**config.mk**
```make
export PLATFORM = sky130hd
export DESIGN_NAME = cfg_write_guard
export DESIGN_NICKNAME = d
export VERILOG_FILES = /design/src/rtl/wg_pkg.sv /design/src/rtl/wg_lock.sv /design/src/rtl/wg_log.sv /design/src/rtl/wg_rdmux.sv /design/src/rtl/cfg_write_guard.sv
export SDC_FILE = /design/constraint.sdc
export NUM_CORES = 1
export LEC_CHECK = 0
export ABC_AREA = 1
export CORE_ASPECT_RATIO = 0.8
export CORE_UTILIZATION = 30
export CTS_BUF_LIST = sky130_fd_sc_hd__clkbuf_4 sky130_fd_sc_hd__clkbuf_8
export CTS_CLUSTER_DIAMETER = 50
export DETAILED_ROUTE_END_ITERATION = 16
export PLACE_DENSITY_LB_ADDON = 0.12
export SLEW_MARGIN = 20
export SYNTH_ARGS = -nofsm -noshare
export SYNTH_HDL_FRONTEND = slang
export SYNTH_SLANG_ARGS = --single-unit
```
**constraint.sdc**
```tcl
create_clock -name clk -period 2.1 [get_ports clk]
set_input_delay 0.42 -clock clk [delete_from_list [all_inputs] [get_ports clk]]
set_output_delay 0.42 -clock clk [all_outputs]
set_load 0.05 [all_outputs]
```
**src/rtl/wg_pkg.sv**
```systemverilog
package wg_pkg;
    localparam int ADDR_W   = 8;
    localparam int DATA_W   = 32;
    localparam int CODE_W   = 24;
    localparam int CODE_LSB = DATA_W - CODE_W;
    localparam int SRC_W    = 16;
    localparam int SRC_LSB  = 8;

    localparam logic [ADDR_W-1:0] LOCK_OFS = 8'hE4;
    localparam logic [ADDR_W-1:0] STAT_OFS = 8'hE8;
    localparam logic [CODE_W-1:0] UNLOCK_CODE = 24'h414443;

    typedef struct packed {
        logic [SRC_W-1:0] src;
        logic             flag;
    } wg_status_t;

    typedef enum logic [1:0] {
        SEL_NONE = 2'd0,
        SEL_LOCK = 2'd1,
        SEL_STAT = 2'd2
    } wg_rsel_e;

    function automatic logic is_guarded(input logic [ADDR_W-1:0] a);
        case (a)
            8'h04, 8'h08, 8'h0C,
            8'h40, 8'h44, 8'h48, 8'h4C,
            8'h94, 8'hB0, 8'hC0: return 1'b1;
            default:             return 1'b0;
        endcase
    endfunction

    function automatic wg_rsel_e decode_read(input logic [ADDR_W-1:0] a);
        if (a == LOCK_OFS)      return SEL_LOCK;
        else if (a == STAT_OFS) return SEL_STAT;
        else                    return SEL_NONE;
    endfunction
endpackage

```
**src/rtl/wg_lock.sv**
```systemverilog
module wg_lock
    import wg_pkg::*;
(
    input  logic              clk,
    input  logic              rst,
    input  logic              lock_wr,
    input  logic [DATA_W-1:0] wdata,
    output logic              lock_on
);
    logic code_ok;
    assign code_ok = (wdata[DATA_W-1:CODE_LSB] == UNLOCK_CODE);

    always_ff @(posedge clk) begin
        if (rst)                     lock_on <= 1'b0;
        else if (lock_wr && code_ok) lock_on <= wdata[0];
    end
endmodule

```
**src/rtl/wg_log.sv**
```systemverilog
module wg_log
    import wg_pkg::*;
(
    input  logic              clk,
    input  logic              rst,
    input  logic              hold,
    input  logic [ADDR_W-1:0] hold_addr,
    input  logic              rd_clear,
    output wg_status_t        status
);
    always_ff @(posedge clk) begin
        if (rst) begin
            status <= '0;
        end else if (hold) begin
            status.flag <= 1'b1;
            status.src  <= SRC_W'(hold_addr);
        end else if (rd_clear) begin
            status <= '0;
        end
    end
endmodule

```
**src/rtl/wg_rdmux.sv**
```systemverilog
module wg_rdmux
    import wg_pkg::*;
(
    input  logic              rd_en,
    input  logic [ADDR_W-1:0] addr,
    input  logic              lock_on,
    input  wg_status_t        status,
    output logic [DATA_W-1:0] rdata
);
    wg_rsel_e sel;
    assign sel = rd_en ? decode_read(addr) : SEL_NONE;

    always_comb begin
        rdata = '0;
        case (sel)
            SEL_LOCK: rdata[0] = lock_on;
            SEL_STAT: begin
                rdata[0]                      = status.flag;
                rdata[SRC_LSB +: SRC_W]       = status.src;
            end
            default:  rdata = '0;
        endcase
    end
endmodule

```
**src/rtl/cfg_write_guard.sv**
```systemverilog
module cfg_write_guard
    import wg_pkg::*;
(
    input  logic              clk,
    input  logic              rst,
    input  logic              wr_en,
    input  logic              rd_en,
    input  logic [ADDR_W-1:0] addr,
    input  logic [DATA_W-1:0] wdata,
    output logic              wr_pass,
    output logic [DATA_W-1:0] rdata,
    output logic              viol
);
    logic       lock_on;
    logic       hold;
    wg_status_t status;

    assign hold    = wr_en && lock_on && is_guarded(addr);
    assign wr_pass = wr_en && !hold;
    assign viol    = status.flag;

    wg_lock u_lock (
        .clk     (clk),
        .rst     (rst),
        .lock_wr (wr_en && (addr == LOCK_OFS)),
        .wdata   (wdata),
        .lock_on (lock_on)
    );

    wg_log u_log (
        .clk       (clk),
        .rst       (rst),
        .hold      (hold),
        .hold_addr (addr),
        .rd_clear  (rd_en && (addr == STAT_OFS)),
        .status    (status)
    );

    wg_rdmux u_rdmux (
        .rd_en   (rd_en),
        .addr    (addr),
        .lock_on (lock_on),
        .status  (status),
        .rdata   (rdata)
    );
endmodule

```
==> impl_metrics.ini <==
[timing]
fin_skew_ns = 0.000340
holdWs_ns = 0.506
rsz0062_at_grt = yes
final-setup-viol-count = 0
final.setup.tns_ns = 0
fmaxAchievable_mhz = 489
final-hold-violation-count = 0
fin_crit_ns = 2.05
slew_viol_final = 0
min_period_over_period_pct = 97.4

[layout]
nNetsFinal = 264
postLayoutCellArea_um2 = 1830
syn2layout_area_growth_pct = 88.5
drive_above_1_share_pct = 39.4
layout_common_cells = clkdlybuf4s50_1 (28), conb_1 (23), buf_4 (20)
final_common_cell = clkdlybuf4s50_1
n_antenna_cell = 0
instances_no_fill = 256

[detailed_routing]
drtPass1Iterations = 4
wl_um = 2590
drc = 0
drtAntennaViolNets = 0
wl_per_cell_um = 10.1
viasPerCell = 4.14
vias = 1061
first_iter_violations = 32

[grt]
grt_usage_pct = 16.6
grt_pass1_vias = 996
grt.overflow.total = 0
grt_pass1_wl_um = 4350
antenna_found_initial = 0
grt_max_degree = 11

[critical_path]
critPathMaxStageDelay_ns = 0.19
critPathBufInv = 5
worst-path-stages = 10
cp_data_required_time_ns = 1.68
r2r_cells = 7
cp_max_fo = 5
worstPathCellList = buf_6, inv_2, nand4_1, nor2_4, nand2_2, ha_4, buf_8, nand2_4, clkinvlp_4, buf_12
cp.arrival_ns = 1.63
cp_top_family = buffers and inverters
crit_type = input pin to output port
critPathSlowestCell = ha_4
worstSetupStartpointType = input pin
end_kind = output port

[clock_network]
ctsLongestPathBuffers = 2
htreeDepth = 1
cts_num_sinks = 10
cts_tree = yes
clkTransAtPathRegs_ns = 0.04
cts-hold-fix-buffers = 0
clkLatencyLatePin_ns = 0.23
root_buffer = clkbuf_8
numCtsBuffers = 3

[yosys]
synth_top_area_share_pct = 20.6
avgSynthCellArea_um2 = 6.65
yosys-top-cells-area = dfxtp_1 (21%), buf_4 (18%), nand2_1 (10%)
yosysWarningCount = 0
synthCells = 146
ys_ff_latch = 10
synth_area_um2 = 971
seq_area_frac_synth_pct = 20.6
synth_cell_type_count = 26
synth_top_area_cell = dfxtp_1

[power_and_ir_drop]
leakage_nw = 0.920
pwr-share-comb_pct = 37.8
p_per_area_nw_per_um2 = 336
p_sw_share_pct = 34.2
ir_worst_vdd_mv = 0.292
p_sw_uw = 211
p_int_uw = 404
clkPwrFrac_pct = 31.2
p_seq_share_pct = 31.0

[place]
dpl_cell_area_um2 = 1650
hpwl_um = 2090
placed_cells = 245
portBuffers = 47
place_congestion = 0.714

[die]
core_um2 = 3090
ios = 78
die_y_um = 52.9
initial_utilization_pct = 31.5
die_w_um = 65.6
rows = 18
die_area_um2 = 3470

[worst_hold_path]
hp-class = flip-flop to flip-flop
whs_path_depth = 2

[flow_run]
maxCapViolCount = 0

[outcome]
status = completed
==> final timing paths <==
kind,start,endpoint,slack [ns]
worst max-delay path,addr[4],rdata[12],0.05
worst min-delay path,u_log.status[0]$_SDFFE_PP0P_,u_log.status[0]$_SDFFE_PP0P_,0.51
worst max register to register,u_lock.lock_on$_SDFFE_PP0P_,u_log.status[3]$_SDFFE_PP0P_,0.78
worst min register to register,u_log.status[0]$_SDFFE_PP0P_,u_log.status[0]$_SDFFE_PP0P_,0.51
==> flip-flops by register name (all words and copies together) (netlist names) <==
register	flops
u_lock.lock_on	1
u_log.status	9
==> metrics by stage <==
step / setup WS, ns / power (mW) / util [%]
after global placement: -0.412 / 0.416 / 53.4
after global routing: -0.0189 / 0.641 / 59.3
after detailed placement: -0.435 / 0.419 / 53.4
final: 0.0538 / 0.615 / 59.3
after floorplan: -0.127 / 0.355 / -
after CTS: 0.00146 / 0.617 / 58.3
==> layout make-up <==
class	instances	area, µm²
inverters	26	128
fillers	277	1250
flip-flops and latches	10	200
multi-input cells	107	682
well taps	40	50.0
repair buffers	70	729
clock buffers	3	41.3
==> routing by layer <==
metal  routed length (µm)  GRT usage, %  up-vias
met2                 1420          31.8       29
met1                 1060          19.0      483
met4                    0          2.17        0
li1                     -             -      549
met5                    0             0        -
met3                  110          3.88        0
==> cell families (layout without fill, tap and decap cells) <==
group	after synthesis	in the layout	share of synthesized area, %
AND/OR/NAND/NOR	71	71	41.5
buffers and inverters	51	99	28.6
AO/OA/AOI/OAI	11	11	6.31
flip-flops	10	10	20.6
adder cells (fa/ha/maj)	2	2	2.58
other	1	23	0.386
==> tightest hold or removal path, delay by kind of cell, from the launching register on <==
kind	cells	cell delay (ns)
DFF	1	0.32
and+or+nand+nor	1	0.08
AOI/OAI and AO/OA	1	0.05
==> cells in the mapped netlist, drive strengths merged <==
cell type / number
nor2: 10
nor3b: 4
dfxtp: 10
a21oi: 9
nand4: 1
nand2: 31
nand3: 19
clkbuf: 1
a21boi: 1
nor3: 4
nand3b: 1
buf: 24
conb: 1
inv: 26
ha: 2
or2: 1
o21ai: 1
==> power by group through the flow <==
stage	combinational, mW	sequential [mW]	clock, mW
finish	0.232	0.190	0.192
global route	0.247	0.190	0.204
CTS	0.227	0.190	0.200
detailed placement	0.225	0.194	0
global placement	0.222	0.194	0
floorplan	0.161	0.194	0
==> what timing repair did <==
item                                    in CTS  in global routing
endpoints found under the setup margin      10                 10
gates resized for setup                     48                 13
pin swaps                                   13                  6
setup buffers                                4                  4
No activity file was read; power rests on OpenSTA's default activity.
